<file path="src/rtl/offset_sar_pkg.sv">
package offset_sar_pkg;

  typedef enum logic [1:0] {
    CAL_IDLE = 2'd0,
    CAL_RUN  = 2'd1,
    CAL_DONE = 2'd2
  } cal_state_t;

endpackage

</file>
<file path="src/rtl/sar_window_timer.sv">
module sar_window_timer #(
  parameter int TRIAL_CLKS = 8
) (
  input  logic clk,
  input  logic rst_n,
  input  logic restart_i,
  input  logic run_i,
  output logic last_o
);
  localparam int CNT_W = (TRIAL_CLKS > 1) ? $clog2(TRIAL_CLKS) : 1;
  localparam logic [CNT_W-1:0] CNT_LAST = CNT_W'(TRIAL_CLKS - 1);

  logic [CNT_W-1:0] cnt_q, cnt_d;
  logic             cnt_en;
  logic             at_last;

  assign at_last = (cnt_q == CNT_LAST);
  assign cnt_en  = restart_i | run_i;

  always_comb begin
    cnt_d = cnt_q;
    if (restart_i) begin
      cnt_d = '0;
    end else if (run_i) begin
      if (at_last) cnt_d = '0;
      else         cnt_d = cnt_q + 1'b1;
    end
  end

  always_ff @(posedge clk or negedge rst_n) begin
    if (!rst_n) begin
      cnt_q <= '0;
    end else if (cnt_en) begin
      cnt_q <= cnt_d;
    end
  end

  assign last_o = run_i & at_last;

endmodule

</file>
<file path="src/rtl/sar_code_reg.sv">
module sar_code_reg #(
  parameter int CODE_W = 9
) (
  input  logic                      clk,
  input  logic                      rst_n,
  input  logic                      clear_i,
  input  logic                      load_i,
  input  logic                      decide_i,
  input  logic [$clog2(CODE_W)-1:0] bit_idx_i,
  input  logic                      keep_i,
  output logic [CODE_W-1:0]         code_o
);
  localparam int BIT_W = $clog2(CODE_W);
  localparam logic [CODE_W-1:0] TRIAL_MSB = {1'b1, {(CODE_W-1){1'b0}}};

  logic [CODE_W-1:0] code_q, code_d;
  logic              code_en;

  assign code_en = clear_i | load_i | decide_i;

  always_comb begin
    code_d = code_q;
    if (load_i) begin
      code_d = TRIAL_MSB;
    end else if (clear_i) begin
      code_d = '0;
    end else if (decide_i) begin
      for (int i = 0; i < CODE_W; i++) begin
        if (BIT_W'(i) == bit_idx_i) begin
          code_d[i] = keep_i;
        end
        if ((i + 1 < CODE_W) && (BIT_W'(i + 1) == bit_idx_i)) begin
          code_d[i] = 1'b1;
        end
      end
    end
  end

  always_ff @(posedge clk or negedge rst_n) begin
    if (!rst_n) begin
      code_q <= '0;
    end else if (code_en) begin
      code_q <= code_d;
    end
  end

  assign code_o = code_q;

endmodule

</file>
<file path="src/rtl/sar_sequencer.sv">
module sar_sequencer
  import offset_sar_pkg::*;
#(
  parameter int N_DAC  = 2,
  parameter int CODE_W = 9
) (
  input  logic                                       clk,
  input  logic                                       rst_n,
  input  logic                                       start_i,
  input  logic                                       last_i,
  output logic                                       accept_o,
  output logic                                       run_o,
  output logic                                       done_o,
  output logic                                       advance_o,
  output logic [((N_DAC > 1) ? $clog2(N_DAC) : 1)-1:0] sel_o,
  output logic [$clog2(CODE_W)-1:0]                   bit_o
);
  localparam int SEL_W = (N_DAC > 1) ? $clog2(N_DAC) : 1;
  localparam int BIT_W = $clog2(CODE_W);
  localparam logic [SEL_W-1:0] SEL_LAST = SEL_W'(N_DAC - 1);
  localparam logic [BIT_W-1:0] BIT_TOP  = BIT_W'(CODE_W - 1);

  cal_state_t       st_q, st_d;
  logic [SEL_W-1:0] sel_q, sel_d;
  logic [BIT_W-1:0] bit_q, bit_d;
  logic             lsb_step;
  logic             finish;

  assign lsb_step  = last_i & (bit_q == '0);
  assign finish    = lsb_step & (sel_q == SEL_LAST);
  assign advance_o = lsb_step & (sel_q != SEL_LAST);
  assign accept_o  = (st_q == CAL_IDLE) & start_i;

  always_comb begin
    st_d  = st_q;
    sel_d = sel_q;
    bit_d = bit_q;
    unique case (st_q)
      CAL_IDLE: begin
        if (start_i) begin
          st_d  = CAL_RUN;
          sel_d = '0;
          bit_d = BIT_TOP;
        end
      end
      CAL_RUN: begin
        if (finish) begin
          st_d = CAL_DONE;
        end else if (advance_o) begin
          sel_d = sel_q + 1'b1;
          bit_d = BIT_TOP;
        end else if (last_i) begin
          bit_d = bit_q - 1'b1;
        end
      end
      CAL_DONE: begin
        st_d = CAL_IDLE;
      end
      default: begin
        st_d = CAL_IDLE;
      end
    endcase
  end

  always_ff @(posedge clk or negedge rst_n) begin
    if (!rst_n) begin
      st_q  <= CAL_IDLE;
      sel_q <= '0;
      bit_q <= '0;
    end else begin
      st_q  <= st_d;
      sel_q <= sel_d;
      bit_q <= bit_d;
    end
  end

  assign run_o  = (st_q == CAL_RUN);
  assign done_o = (st_q == CAL_DONE);
  assign sel_o  = sel_q;
  assign bit_o  = bit_q;

endmodule

</file>
<file path="src/rtl/offset_sar_cal.sv">
module offset_sar_cal #(
  parameter int N_DAC      = 2,
  parameter int CODE_W     = 9,
  parameter int TRIAL_CLKS = 8
) (
  input  logic                                        clk,
  input  logic                                        rst_n,
  input  logic                                        start_i,
  input  logic                                        cmp_pos_i,
  output logic                                        short_o,
  output logic [((N_DAC > 1) ? $clog2(N_DAC) : 1)-1:0] cal_sel_o,
  output logic [N_DAC*CODE_W-1:0]                      dac_codes_o,
  output logic                                        done_o
);
  localparam int SEL_W = (N_DAC > 1) ? $clog2(N_DAC) : 1;
  localparam int BIT_W = $clog2(CODE_W);

  logic             accept;
  logic             run;
  logic             last_clk;
  logic             advance;
  logic [SEL_W-1:0] sel;
  logic [BIT_W-1:0] bit_idx;

  sar_sequencer #(
    .N_DAC  (N_DAC),
    .CODE_W (CODE_W)
  ) u_seq (
    .clk       (clk),
    .rst_n     (rst_n),
    .start_i   (start_i),
    .last_i    (last_clk),
    .accept_o  (accept),
    .run_o     (run),
    .done_o    (done_o),
    .advance_o (advance),
    .sel_o     (sel),
    .bit_o     (bit_idx)
  );

  sar_window_timer #(
    .TRIAL_CLKS (TRIAL_CLKS)
  ) u_timer (
    .clk       (clk),
    .rst_n     (rst_n),
    .restart_i (accept),
    .run_i     (run),
    .last_o    (last_clk)
  );

  for (genvar g = 0; g < N_DAC; g++) begin : g_dac
    logic load_g;
    logic clear_g;
    logic decide_g;

    if (g == 0) begin : g_first
      assign load_g  = accept;
      assign clear_g = 1'b0;
    end else begin : g_later
      assign load_g  = advance & (sel == SEL_W'(g - 1));
      assign clear_g = accept;
    end

    assign decide_g = last_clk & (sel == SEL_W'(g));

    sar_code_reg #(
      .CODE_W (CODE_W)
    ) u_code (
      .clk       (clk),
      .rst_n     (rst_n),
      .clear_i   (clear_g),
      .load_i    (load_g),
      .decide_i  (decide_g),
      .bit_idx_i (bit_idx),
      .keep_i    (cmp_pos_i),
      .code_o    (dac_codes_o[g*CODE_W +: CODE_W])
    );
  end

  assign short_o   = run;
  assign cal_sel_o = sel;

endmodule

</file>
<file path="config.mk">
export PLATFORM = sky130hd
export DESIGN_NAME = offset_sar_cal
export DESIGN_NICKNAME = d
export VERILOG_FILES = /design/src/rtl/offset_sar_pkg.sv /design/src/rtl/sar_window_timer.sv /design/src/rtl/sar_code_reg.sv /design/src/rtl/sar_sequencer.sv /design/src/rtl/offset_sar_cal.sv
export SDC_FILE = /design/constraint.sdc
export NUM_CORES = 1
export LEC_CHECK = 0
export ABC_AREA = 1
export BUFFER_PORTS_ARGS = -buffer_cell sky130_fd_sc_hd__buf_4
export CORE_AREA = 2 2 72 74
export CTS_CLUSTER_DIAMETER = 40
export DETAILED_ROUTE_END_ITERATION = 10
export DIE_AREA = 0 0 74 76
export HOLD_SLACK_MARGIN = 0.03
export PLACE_DENSITY_LB_ADDON = 0.05
export SYNTH_ARGS = -nofsm -noshare
export SYNTH_HDL_FRONTEND = slang
export SYNTH_SLANG_ARGS = --single-unit
</file>
<file path="constraint.sdc">
create_clock -name clk -period 2.69 [get_ports clk]
set_input_delay 0.269 -clock clk [delete_from_list [all_inputs] [get_ports clk]]
set_output_delay 0.269 -clock clk [all_outputs]
set_load 0.01 [all_outputs]
</file>
After elaboration in Yosys (flattened, before gate mapping)
Cells that the tools add are included.
{"block": "word_totals", "word_cells": 137, "regBits": 28, "out_inout_bits": 21}
{"block": "classes", "n_mux": 37, "eq_ne": 16, "bitwise": 13, "add_sub_neg": 3, "n_reduce_logical": 46}
{"cell": "$reduce_and 3->1", "count": 18}
{"cell": "$mux 9", "count": 5}
{"cell": "$reduce_bool 4->1", "count": 8}
{"cell": "$reduce_bool 3->1", "count": 10}
{"cell": "$mux 1", "count": 20}
{"cell": "$eq 3x4->1 const A", "count": 4}
{"cell": "$mux 4", "count": 4}
{"cell": "$mux 3", "count": 3}
{"cell": "$and 1x1->1", "count": 8}
{"cell": "$eq 2x4->1 const A", "count": 2}
{"cell": "$ne 2x2->1 const B", "count": 4}
{"cell": "$pmux 4 s2", "count": 1}
{"cell": "$reduce_and 4->1", "count": 2}
{"cell": "$reduce_bool 2->1", "count": 4}
{"cell": "$eq 1x4->1 const A", "count": 1}
{"cell": "$eq 4x4->1 const A", "count": 1}
{"cell": "$logic_not 4->1", "count": 1}
{"cell": "$mux 2", "count": 2}
{"cell": "$or 1x1->1", "count": 4}
{"cell": "$pmux 2 s2", "count": 1}
{"cell": "$reduce_and 2->1", "count": 2}
{"cell": "$sub 4x1->4 const B", "count": 1}
{"cell": "$add 3x1->3 const B", "count": 1}
{"cell": "$eq 3x3->1 const B", "count": 1}
{"cell": "7 further kinds", "count": 7}

Logic depth before layout (Yosys ltp)
Gate-level depths: netlist (run 1).
{"block": "depth", "word_depth": 8, "mapped_depth": 10, "depth_no_buf": 9}

By module
Synthesis (run 1) repeated with hierarchy kept, for this count alone.
{"block": "hier_totals", "cells_unflattened": 269, "hier_area_um2": 1788.0}
{"module": "sar_code_reg", "seq_area_each_um2": 225.2, "n_inst": 2, "area_per_inst_um2": 586.8, "cells_each": 92}
{"module": "sar_sequencer", "seq_area_each_um2": 175.2, "n_inst": 1, "area_per_inst_um2": 425.4, "cells_each": 57}
{"module": "sar_window_timer", "seq_area_each_um2": 75.1, "n_inst": 1, "area_per_inst_um2": 162.7, "cells_each": 21}
{"module": "offset_sar_cal", "seq_area_each_um2": 0.0, "n_inst": 1, "area_per_inst_um2": 26.3, "cells_each": 7}

Worst setup path after synthesis (run 1)
OpenSTA, ideal clock, no wires.
{"block": "synth_path", "path_type": "register to register", "from": "register u_timer.cnt_q[0]", "to": "register g_dac[1].u_code.code_q[1]", "arrival_time_ns": 1.467, "stages_incl_launch_ff": 10, "synth_period_minus_slack_ns": 1.584, "path_slack_ns": 1.106, "n_path_buf": 1, "cell_sequence": "dfrtp_1 > ha_1 > ha_1 > nand3_1 > inv_1 > nand2_1 > nand3_4 > buf_6 > nand3_1 > nand2_1"}
{"block": "synth_via", "elab_chain_cells": 8}
{"element": "start, declared", "line": "sar_window_timer.sv:13", "text": "logic [CNT_W-1:0] cnt_q, cnt_d;"}
{"element": "start signal, assigned", "line": "sar_window_timer.sv:34", "text": "cnt_q <= cnt_d;"}
{"element": "$eq 3x3->1 (*)", "line": "sar_window_timer.sv:17", "text": "assign at_last = (cnt_q == CNT_LAST);"}
{"element": "$and 1x1->1 (*)", "line": "sar_window_timer.sv:38", "text": "assign last_o = run_i & at_last;"}
{"element": "$and 1x1->1", "line": "sar_sequencer.sv:29", "text": "assign lsb_step = last_i & (bit_q == '0);"}
{"element": "$and 1x1->1", "line": "sar_sequencer.sv:31", "text": "assign advance_o = lsb_step & (sel_q != SEL_LAST);"}
{"element": "$and 1x1->1", "line": "offset_sar_cal.sv:60", "text": "assign load_g = advance & (sel == SEL_W'(g - 1));"}
{"element": "$or 1x1->1 (2 in series)", "line": "sar_code_reg.sv:19", "text": "assign code_en = clear_i | load_i | decide_i;"}
{"element": "$reduce_and 3->1 (no line)"}
{"element": "end signal, assigned", "line": "sar_code_reg.sv:43", "text": "code_q <= code_d;"}
{"element": "end, declared", "line": "sar_code_reg.sv:16", "text": "logic [CODE_W-1:0] code_q, code_d;"}
Mark *: on every way between the ends. The rest lies on a longest branch, timed or not.
A chain may end at the register's enable or synchronous reset.

Final worst setup path (run 1)
{"block": "layout_path", "from": "register u_timer.cnt_q[0]", "to": "register g_dac[1].u_code.code_q[7]"}
Same word-level chain as after synthesis.

==> results of run 1 <==
final timing paths:
| kind | start | end | slack, ps | cells past startpoint |
|---|---|---|---|---|
| worst max-delay path | u_timer.cnt_q[0] | g_dac[1].u_code.code_o[7] | 780 | 9 |
| worst min-delay path | cmp_pos_i | g_dac[0].u_code.code_o[8] | 300 | 3 |
| worst max register to register | u_timer.cnt_q[0] | g_dac[1].u_code.code_o[7] | 780 | 9 |
| worst min register to register | g_dac[1].u_code.code_o[7] | g_dac[1].u_code.code_o[7] | 480 | 2 |
| max in group asynchronous | rst_n | g_dac[0].u_code.code_o[0] | 1990 | 2 |
| min in group asynchronous | rst_n | u_timer.cnt_q[2] | 440 | 2 |
cells by family after synthesis:
| kind of cell | Yosys count | share of synthesized area |
|---|---|---|
| compound gates | 24 | 0.0860 |
| simple gates | 142 | 0.367 |
| xor+xnor | 1 | 0.00528 |
| buf+inv | 25 | 0.0664 |
| flops | 28 | 0.422 |
| fa+ha+maj | 7 | 0.0528 |
per-stage QoR:
| step | power (W) | hold slack [ps] | cell area (sq um) | instances | util |
|---|---|---|---|---|---|
| after floorplan | 0.00151 | -26.6 | 1660 | 227 | - |
| after global placement | 0.00189 | 216 | 1900 | 317 | 0.386 |
| after detailed placement | 0.00188 | 215 | 1900 | 317 | 0.386 |
| after CTS | 0.00216 | 303 | 1960 | 322 | 0.399 |
| after global routing | 0.00238 | 326 | 1960 | 322 | 0.399 |
| final | 0.00213 | 303 | 1960 | 322 | 0.399 |
registers in the layout, indices dropped and copies added (netlist names):
signal	count
u_timer.cnt_q	3
g_dac.u_code.code_o	18
u_seq.sel_o	1
u_seq.st_q	2
u_seq.bit_o	4
cells in the final DEF (no fill, tap or decap), types with 2 or more instances in the layout:
cell / count
sky130_fd_sc_hd__clkbuf_8: 4
sky130_fd_sc_hd__nand3_1: 21
sky130_fd_sc_hd__ha_1: 7
sky130_fd_sc_hd__nand2_1: 93
sky130_fd_sc_hd__buf_4: 24
sky130_fd_sc_hd__dfrtp_1: 28
sky130_fd_sc_hd__nor2_4: 2
sky130_fd_sc_hd__inv_2: 2
sky130_fd_sc_hd__o21ai_0: 20
sky130_fd_sc_hd__nor2_1: 21
sky130_fd_sc_hd__inv_1: 19
sky130_fd_sc_hd__nand3_4: 2
layout make-up:
cell class / instances / area (sq um)
tap: 70 / 87.6
inverter: 21 / 78.8
timing repair buffer: 25 / 190
sequential: 28 / 701
multi-input combinational: 174 / 848
fill: 532 / 2950
clock buffer: 4 / 55.1
Yosys cell counts:
cell                      number  area [sq um]
sky130_fd_sc_hd__a22o_1        1          8.76
sky130_fd_sc_hd__a32o_1        1          10.0
sky130_fd_sc_hd__buf_2         1          5.00
sky130_fd_sc_hd__buf_4         2          15.0
sky130_fd_sc_hd__buf_6         1          11.3
sky130_fd_sc_hd__dfrtp_1      28           701
sky130_fd_sc_hd__ha_1          7          87.6
sky130_fd_sc_hd__inv_1        19          71.3
sky130_fd_sc_hd__inv_2         2          7.51
sky130_fd_sc_hd__nand2_1      93           349
sky130_fd_sc_hd__nand2_2       1          6.26
sky130_fd_sc_hd__nand3_1      21           105
sky130_fd_sc_hd__nand3_4       2          35.0
sky130_fd_sc_hd__nand4_1       1          6.26
sky130_fd_sc_hd__nor2_1       21          78.8
sky130_fd_sc_hd__nor2_2        1          6.26
sky130_fd_sc_hd__nor2_4        2          22.5
sky130_fd_sc_hd__o21ai_0      20           100
sky130_fd_sc_hd__o21ai_4       1          16.3
sky130_fd_sc_hd__o31ai_1       1          7.51
sky130_fd_sc_hd__xor2_1        1          8.76
layer usage:
layer	wire [microns]	up-vias
met5	0	-
met3	103	5
met1	1920	601
li1	-	766
met4	48	0
met2	1580	23
worst min-delay path, delay by kind of cell:
family	cells	cell delay, ps
AO/OA/AOI/OAI	1	140
buffers and inverters	1	90
AND/OR/NAND/NOR	1	50
power by group through the flow:
stage                     clock (W)  sequential, W  combinational (W)
after floorplan                   0       0.000806           0.000705
after global placement            0       0.000780            0.00111
after detailed placement          0       0.000778            0.00111
after CTS                  0.000281       0.000770            0.00111
after global routing       0.000295       0.000805            0.00128
final                      0.000266       0.000767            0.00109
==> results by stage, run 1 <==
STA:
- The clock tree skew after final layout is 2.42 ps.
- At the pin with the least slew margin, the transition time is 492 ps.
- The part of the cycle the worst path needs is 0.711.
- The total count of hold-check failures in the final report came to 0.
- The count of pins over their slew limit is 0.
- Measured against its own limit, the worst slew margin works out to 0.671.
- The worst-case setup margin in the final layout is 778 ps.
- The achievable frequency is 523 MHz.
- Setup repair after global routing left no endpoint under its margin.
- After routing, the total negative slack on setup checks comes to 0 ps.
- The time the worst path needs with I/O delays and setup is between 1500 and 2000 ps.
- Setup violations remaining at the end of the flow were counted as 0.

Setup path:
- The critical path goes through ha_1 -> ha_1 -> nand3_1 -> nor2_1 -> nand2_1 -> nand2_1 -> nand2_1 -> nand2_1 -> nand2_1.
- The kind of capture point of the worst setup path is a flop.
- Data on the critical path is required at its endpoint by 2870 ps.
- On the worst path, the slowest cell contributes a delay of 390 ps.
- The sum of buffers and inverters on the critical path is 0.
- The critical path's slowest cell is sky130_fd_sc_hd__dfrtp_1.
- Data arrives at the worst endpoint at 2090 ps.
- The dominant delay contributor by cell family on the critical path is simple AND/OR/NAND/NOR gates.
- Along the worst path, the maximum fanout reaches 13.
- The worst setup path is of the reg -> reg kind.
- STA classifies the critical path startpoint as a flop.
- The most frequent cell on the critical path is sky130_fd_sc_hd__nand2_1.

Die:
- The die area is between 5000 and 6000 sq um.
- The initial standard-cell utilization of the core is 0.338.
- The die boundary width is 74 microns.
- The chip height is ~76 microns.
- 25 I/O pins were placed.
- The floorplan step defined a core boundary enclosing 4910 sq um.
- The floorplan has 26 rows.

Outcome:
- The run finished with clean final reports.

CTS:
- Clock tree synthesis found a total of 28 sinks.
- Clock tree synthesis inserted a total of 3 buffers.
- The maximum buffer depth of the clock tree is 2.
- The CTS tree is done.
- Post-CTS timing repair inserted 0 buffers for setup.
- The master cell of the clock root buffer is sky130_fd_sc_hd__clkbuf_8.
- After clock tree synthesis, the clock-pin slew on the worst setup and hold paths is 100 ps.
- The clock insertion delay at the later pin of the skew report is 280 ps.
- The depth of the CTS H-tree is 1.
- The post-cts gate resize count is 0.
- The count of hold buffers inserted by post-cts repair is 1.

Pwr:
- The share of total power dissipated in sequential elements is 0.361.
- The worst IR drop on VDD is about 320 uV.
- The cell leakage power is 1.10 nW.
- The power per unit of standard cell area is approximately 1100 nW/um^2.
- Of the total power, combinational logic draws 0.514.
- Cell internal power was estimated by the tool at 0.00121 W.
- The net switching power is around 0.0009 W.
- The switching share of total power is 0.429.
- Of the total power, the clock network draws 0.125.

Route:
- For this block, the routed nets add up to 3.66 mm of wire.
- The detailed-route wire length per cell is between 10 and 15 microns.
- Using the TritonRoute via totals, the vias-per-cell ratio works out to around 4.3.
- For this run, design rule violations remaining after detail routing come to 0.
- The count of nets left with antenna violations once routing finished came out at 0.
- The number of detailed-routing iterations run before antenna repair is 4.
- The routed layout has around 1400 vias.
- The DRC violation total after the first TritonRoute iteration is 67.

GRT:
- The first-pass GRT wire length is 6.80 mm.
- The met1 track utilization from global routing is 0.224.
- The layer flagged by global routing as most heavily used is met2.
- The met2 capacity usage during global routing is 0.229.
- For this run, the total global-route usage over all layers was measured as 0.152.
- The global-route congestion overflow total is 0.
- The number of antenna violations at the first check in global routing is 0.
- Entering global routing, the biggest net connects 29 pins.
- The number of global-route vias before repair is 1417.
- The met3 usage in global routing is 0.0212.

Synthesis:
- The synthesized area divided by synthesized cell count is 7.31 sq um.
- The number of different library cells in the post-synthesis netlist is 21.
- Synthesis inferred 28 register bits.
- Of the synthesized area, sequential elements account for 0.422.
- Synthesis produced approximately 230 cells.
- The mapped cell area is 1660 sq um.
- The post-synthesis net count is around 240.
- The number of warnings reported in the yosys synthesis log is 0.

Place:
- Buffers placed on the I/O ports in this run total 24.
- The pre-CTS setup slack is 810 ps.
- The wire-length estimate of the detail-placed layout is 2.68 mm.
- The final weighted congestion in routability-driven placement is 0.796.

Min path:
- The path class of the tightest hold or removal check is in -> reg.

Finish:
- The net count of the finished layout is 264.
- The synthesis-to-layout area growth is 18.2%.
- The antenna cell count is 0.
- In the final layout, the share of cells above drive strength 1 is 0.147.

Job:
- Max-cap violations in this run came to 0.
Power figures use the tool's default switching activity.
==> inputs of run 2 (changes only) <==
==> constraint.sdc (replaced) <==
create_clock -name clk -period 2 [get_ports clk]
set_input_delay 0.2 -clock clk [delete_from_list [all_inputs] [get_ports clk]]
set_output_delay 0.2 -clock clk [all_outputs]
set_load 0.01 [all_outputs]
==> run 2 against run 1 <==
Cell count is 1.2% higher. Core utilization is 0.66 points higher. Power is 37% higher. Sequential power is 36% higher. Hold slack worse by 71 ps. Via count is 2.2% higher. Maximum frequency is 9.2% higher. Largest cell class unchanged. Worst setup slack worse by 530 ps. Critical path type unchanged. Clock-buffer cell count stayed put. Clock skew is 2.1 ps higher. Register-to-register slack worse by 530 ps. Critical path depth stayed put.
==> results by stage, run 2 (same netlist as run 1, synthesis figures left out) <==
STA:
- Headroom to the max-slew limit came out at 0.750.
- The total negative slack for setup checks is 0 ps.
- The worst-case setup margin in the final layout is between 200 and 250 ps.
- The clock arrives with 4.51 ps of skew.
- The final count of negative-setup-slack endpoints is 0.
- In the finished design, the share of the clock period the worst path needs comes to 0.875.
- The time the worst path needs with I/O delays and setup is 1750 ps.
- The total count of hold-check failures in the final report is 0.
- The worst-margin pin slew is 375 ps.
- The count of pins over their slew limit is 0.
- Setup repair after global routing left no endpoint under its margin.
- The achievable frequency is ~570 MHz.

Min path:
- The path category of the worst min-delay check is in -> reg.
- The startpoint identified for the worst hold timing path is cmp_pos_i.
- The cell count of the worst hold path is 3.
- The worst hold path terminates at g_dac[0].u_code.code_o[8].

Finish:
- The number of nets in the finished design is between 200 and 300.
- The final core utilization is 0.406.
- The area growth from synthesis to layout is 20.1%.
- The area taken by flip-flops and latches is 701 sq um.
- Counting the fill cells in the layout gives 516.
- The number of flip-flops in the largest register is 18.
- The multi-input combinational cells in the finished layout cover a total of 851 sq um.
- The top cell types in the final layout, fill and taps aside, are sky130_fd_sc_hd__nand2_1, sky130_fd_sc_hd__dfrtp_1, sky130_fd_sc_hd__buf_4, sky130_fd_sc_hd__nor2_1, sky130_fd_sc_hd__nand3_1.
- In the final layout, the share of cells above drive strength 1 is 0.164.
- The library cell used most frequently in the layout, excluding fill and tap cells, is sky130_fd_sc_hd__nand2_1.
- The number of antenna diodes in the final layout is 0.

CTS:
- After clock tree synthesis, the clock-pin slew on the worst setup and hold paths is roughly 100 ps.
- In this run the number of H-tree levels came out at 1.
- TritonCTS built the clock tree.
- The number of buffers created by CTS is 3.
- The master cell of the clock root buffer is sky130_fd_sc_hd__clkbuf_8.
- The clock sink count is 28.
- The clock insertion delay at the later pin of the skew report is 280 ps.
- The maximum buffer depth of the clock tree is 2.

Route:
- The routed layout has between 1000 and 1500 vias.
- The final antenna-violating net count is 0.
- The detailed-route vias per instance is 4.37.
- Dividing the detail-routed wire length by the instance count gives roughly 11 microns.
- The number of detailed-routing iterations run before antenna repair is 4.
- The final wirelength is ~3.7 mm.
- The DRC violation total after the first TritonRoute iteration is 65.
- The final routed DRC violation total is 0.

Die:
- The die area is 5620 sq um.
- The number of I/O pins is 25.
- The initial utilization of the core area, before any placement, comes to 0.338.
- The cell row count is 26.
- The chip height is 76 microns.
- The die is between 70 and 80 microns wide.
- The floorplan step defined a core boundary enclosing about 4900 sq um.

Pwr:
- For this design the static power due to leakage is 1.12 nW.
- The share of total power dissipated in combinational logic is 0.519.
- Of the total power, the share spent switching nets is 0.429.
- The part of the total power dissipated in sequential elements is 0.356.
- The power per unit of standard cell area is between 1000 and 1500 nW/um^2.
- The worst IR drop on VDD is 503 uV.
- Summed over all nets, the switching power comes to 0.00125 W.
- Of the total power, the clock network draws 0.125.
- The internal power component is 0.00166 W.

Setup path:
- In this run the critical register-to-register path is captured at g_dac[1].u_code.code_o[5].
- The type of the worst setup path is reg -> reg.
- Measured in cells, the most critical reg-to-reg path has a length of 9.
- The worst setup path is launched from a flop.
- The setup check on the worst reg-to-reg path leaves a slack of 250 ps.
- The kind of capture point of the worst setup path is a flop.
- The critical path arrival is 1930 ps.
- In this run the critical register-to-register path is launched from u_timer.cnt_q[0].
- At the worst endpoint, the required time is 2180 ps.
- Of all nets on the critical path, the largest fanout is 13.

Place:
- The pre-CTS setup slack is 155 ps.
- Routability-driven placement finished with a final weighted congestion of between 0.8 and 0.9.
- The half-perimeter wire length after detailed placement is around 2.7 mm.
- The count of input and output buffers is 24.

GRT:
- The number of antenna violations at the first check in global routing was 0.
- The first-pass GRT wire length is 6.72 mm.
- The number of global-route vias before repair is 1430.
- The pin count of the biggest net entering global routing is 29.
- The global routing usage summed across all routing layers is 0.150.
- Summed over all layers, the global routing overflow is 0.

Job:
- The number of max-cap violations is 0.

Outcome:
- The run finished with clean final reports.
[run 2: changes by cell type in the layout (fill, tap and decap cells not counted), sizes merged]
cell,previous run,this run
buf,24,28
[run 2: worst max path at each step]
stage | start | slack [ps] | to
after floorplan | u_timer.cnt_q[0] | 420 | g_dac[1].u_code.code_o[1]
after global placement | u_timer.cnt_q[0] | 200 | g_dac[1].u_code.code_o[7]
after detailed placement | u_timer.cnt_q[0] | 160 | g_dac[1].u_code.code_o[4]
after CTS | u_timer.cnt_q[0] | 140 | g_dac[1].u_code.code_o[4]
after global routing | u_timer.cnt_q[0] | 5 | g_dac[0].u_code.code_o[3]
final | u_timer.cnt_q[0] | 250 | g_dac[1].u_code.code_o[5]
[run 2: cell type report]
| type | instances | area share |
|---|---|---|
| Inverter | 21 | 0.0395 |
| Clock buffer | 4 | 0.0276 |
| Timing Repair Buffer | 29 | 0.110 |
| Tap cell | 70 | 0.0439 |
| Sequential cell | 28 | 0.352 |
| Multi-Input combinational cell | 174 | 0.427 |
[run 2: power by group through the flow]
stage / clock, W / sequential [W] / combinational (W)
2_1_floorplan: 0 / 0.00108 / 0.000948
3_3_place_gp: 0 / 0.00105 / 0.00153
3_5_place_dp: 0 / 0.00105 / 0.00153
4_1_cts: 0.000383 / 0.00104 / 0.00153
5_1_grt: 0.000405 / 0.00109 / 0.00176
6_report: 0.000364 / 0.00104 / 0.00151
[run 2: critical path, stage by stage, from the launching register on]
cell and delay, ps:
sky130_fd_sc_hd__dfrtp_1 390, sky130_fd_sc_hd__ha_1 160, sky130_fd_sc_hd__ha_1 250, sky130_fd_sc_hd__nand3_1 190
sky130_fd_sc_hd__nor2_1 170, sky130_fd_sc_hd__nand2_2 190, sky130_fd_sc_hd__nand2_1 150, sky130_fd_sc_hd__nand2_1 60
sky130_fd_sc_hd__nand2_1 60, sky130_fd_sc_hd__nand2_1 40
[run 2: per-stage QoR]
step	total power [W]	cells	cell area, sq um	hold WS (ps)
after global routing	0.00325	326	1990	263
after detailed placement	0.00257	321	1930	154
final	0.00292	326	1990	233
after floorplan	0.00203	227	1660	-95.6
after global placement	0.00258	321	1930	147
after CTS	0.00296	326	1990	236
[run 2: per-layer routing]
| metal | track usage | vias to the layer above | routed length [microns] |
|---|---|---|---|
| li1 | - | 777 | - |
| met2 | 0.231 | 20 | 1560 |
| met4 | 0.0382 | 0 | 34 |
| met3 | 0.0238 | 4 | 112 |
| met5 | 0 | - | 0 |
| met1 | 0.217 | 624 | 2010 |
[run 2: timing repair]
item | in CTS | in global routing
setup endpoints to repair | 0 | 9
hold buffers | 1 | 0
setup buffers | 0 | 0
gates resized for setup | 0 | 1
endpoints found under the hold margin | 28 | 0
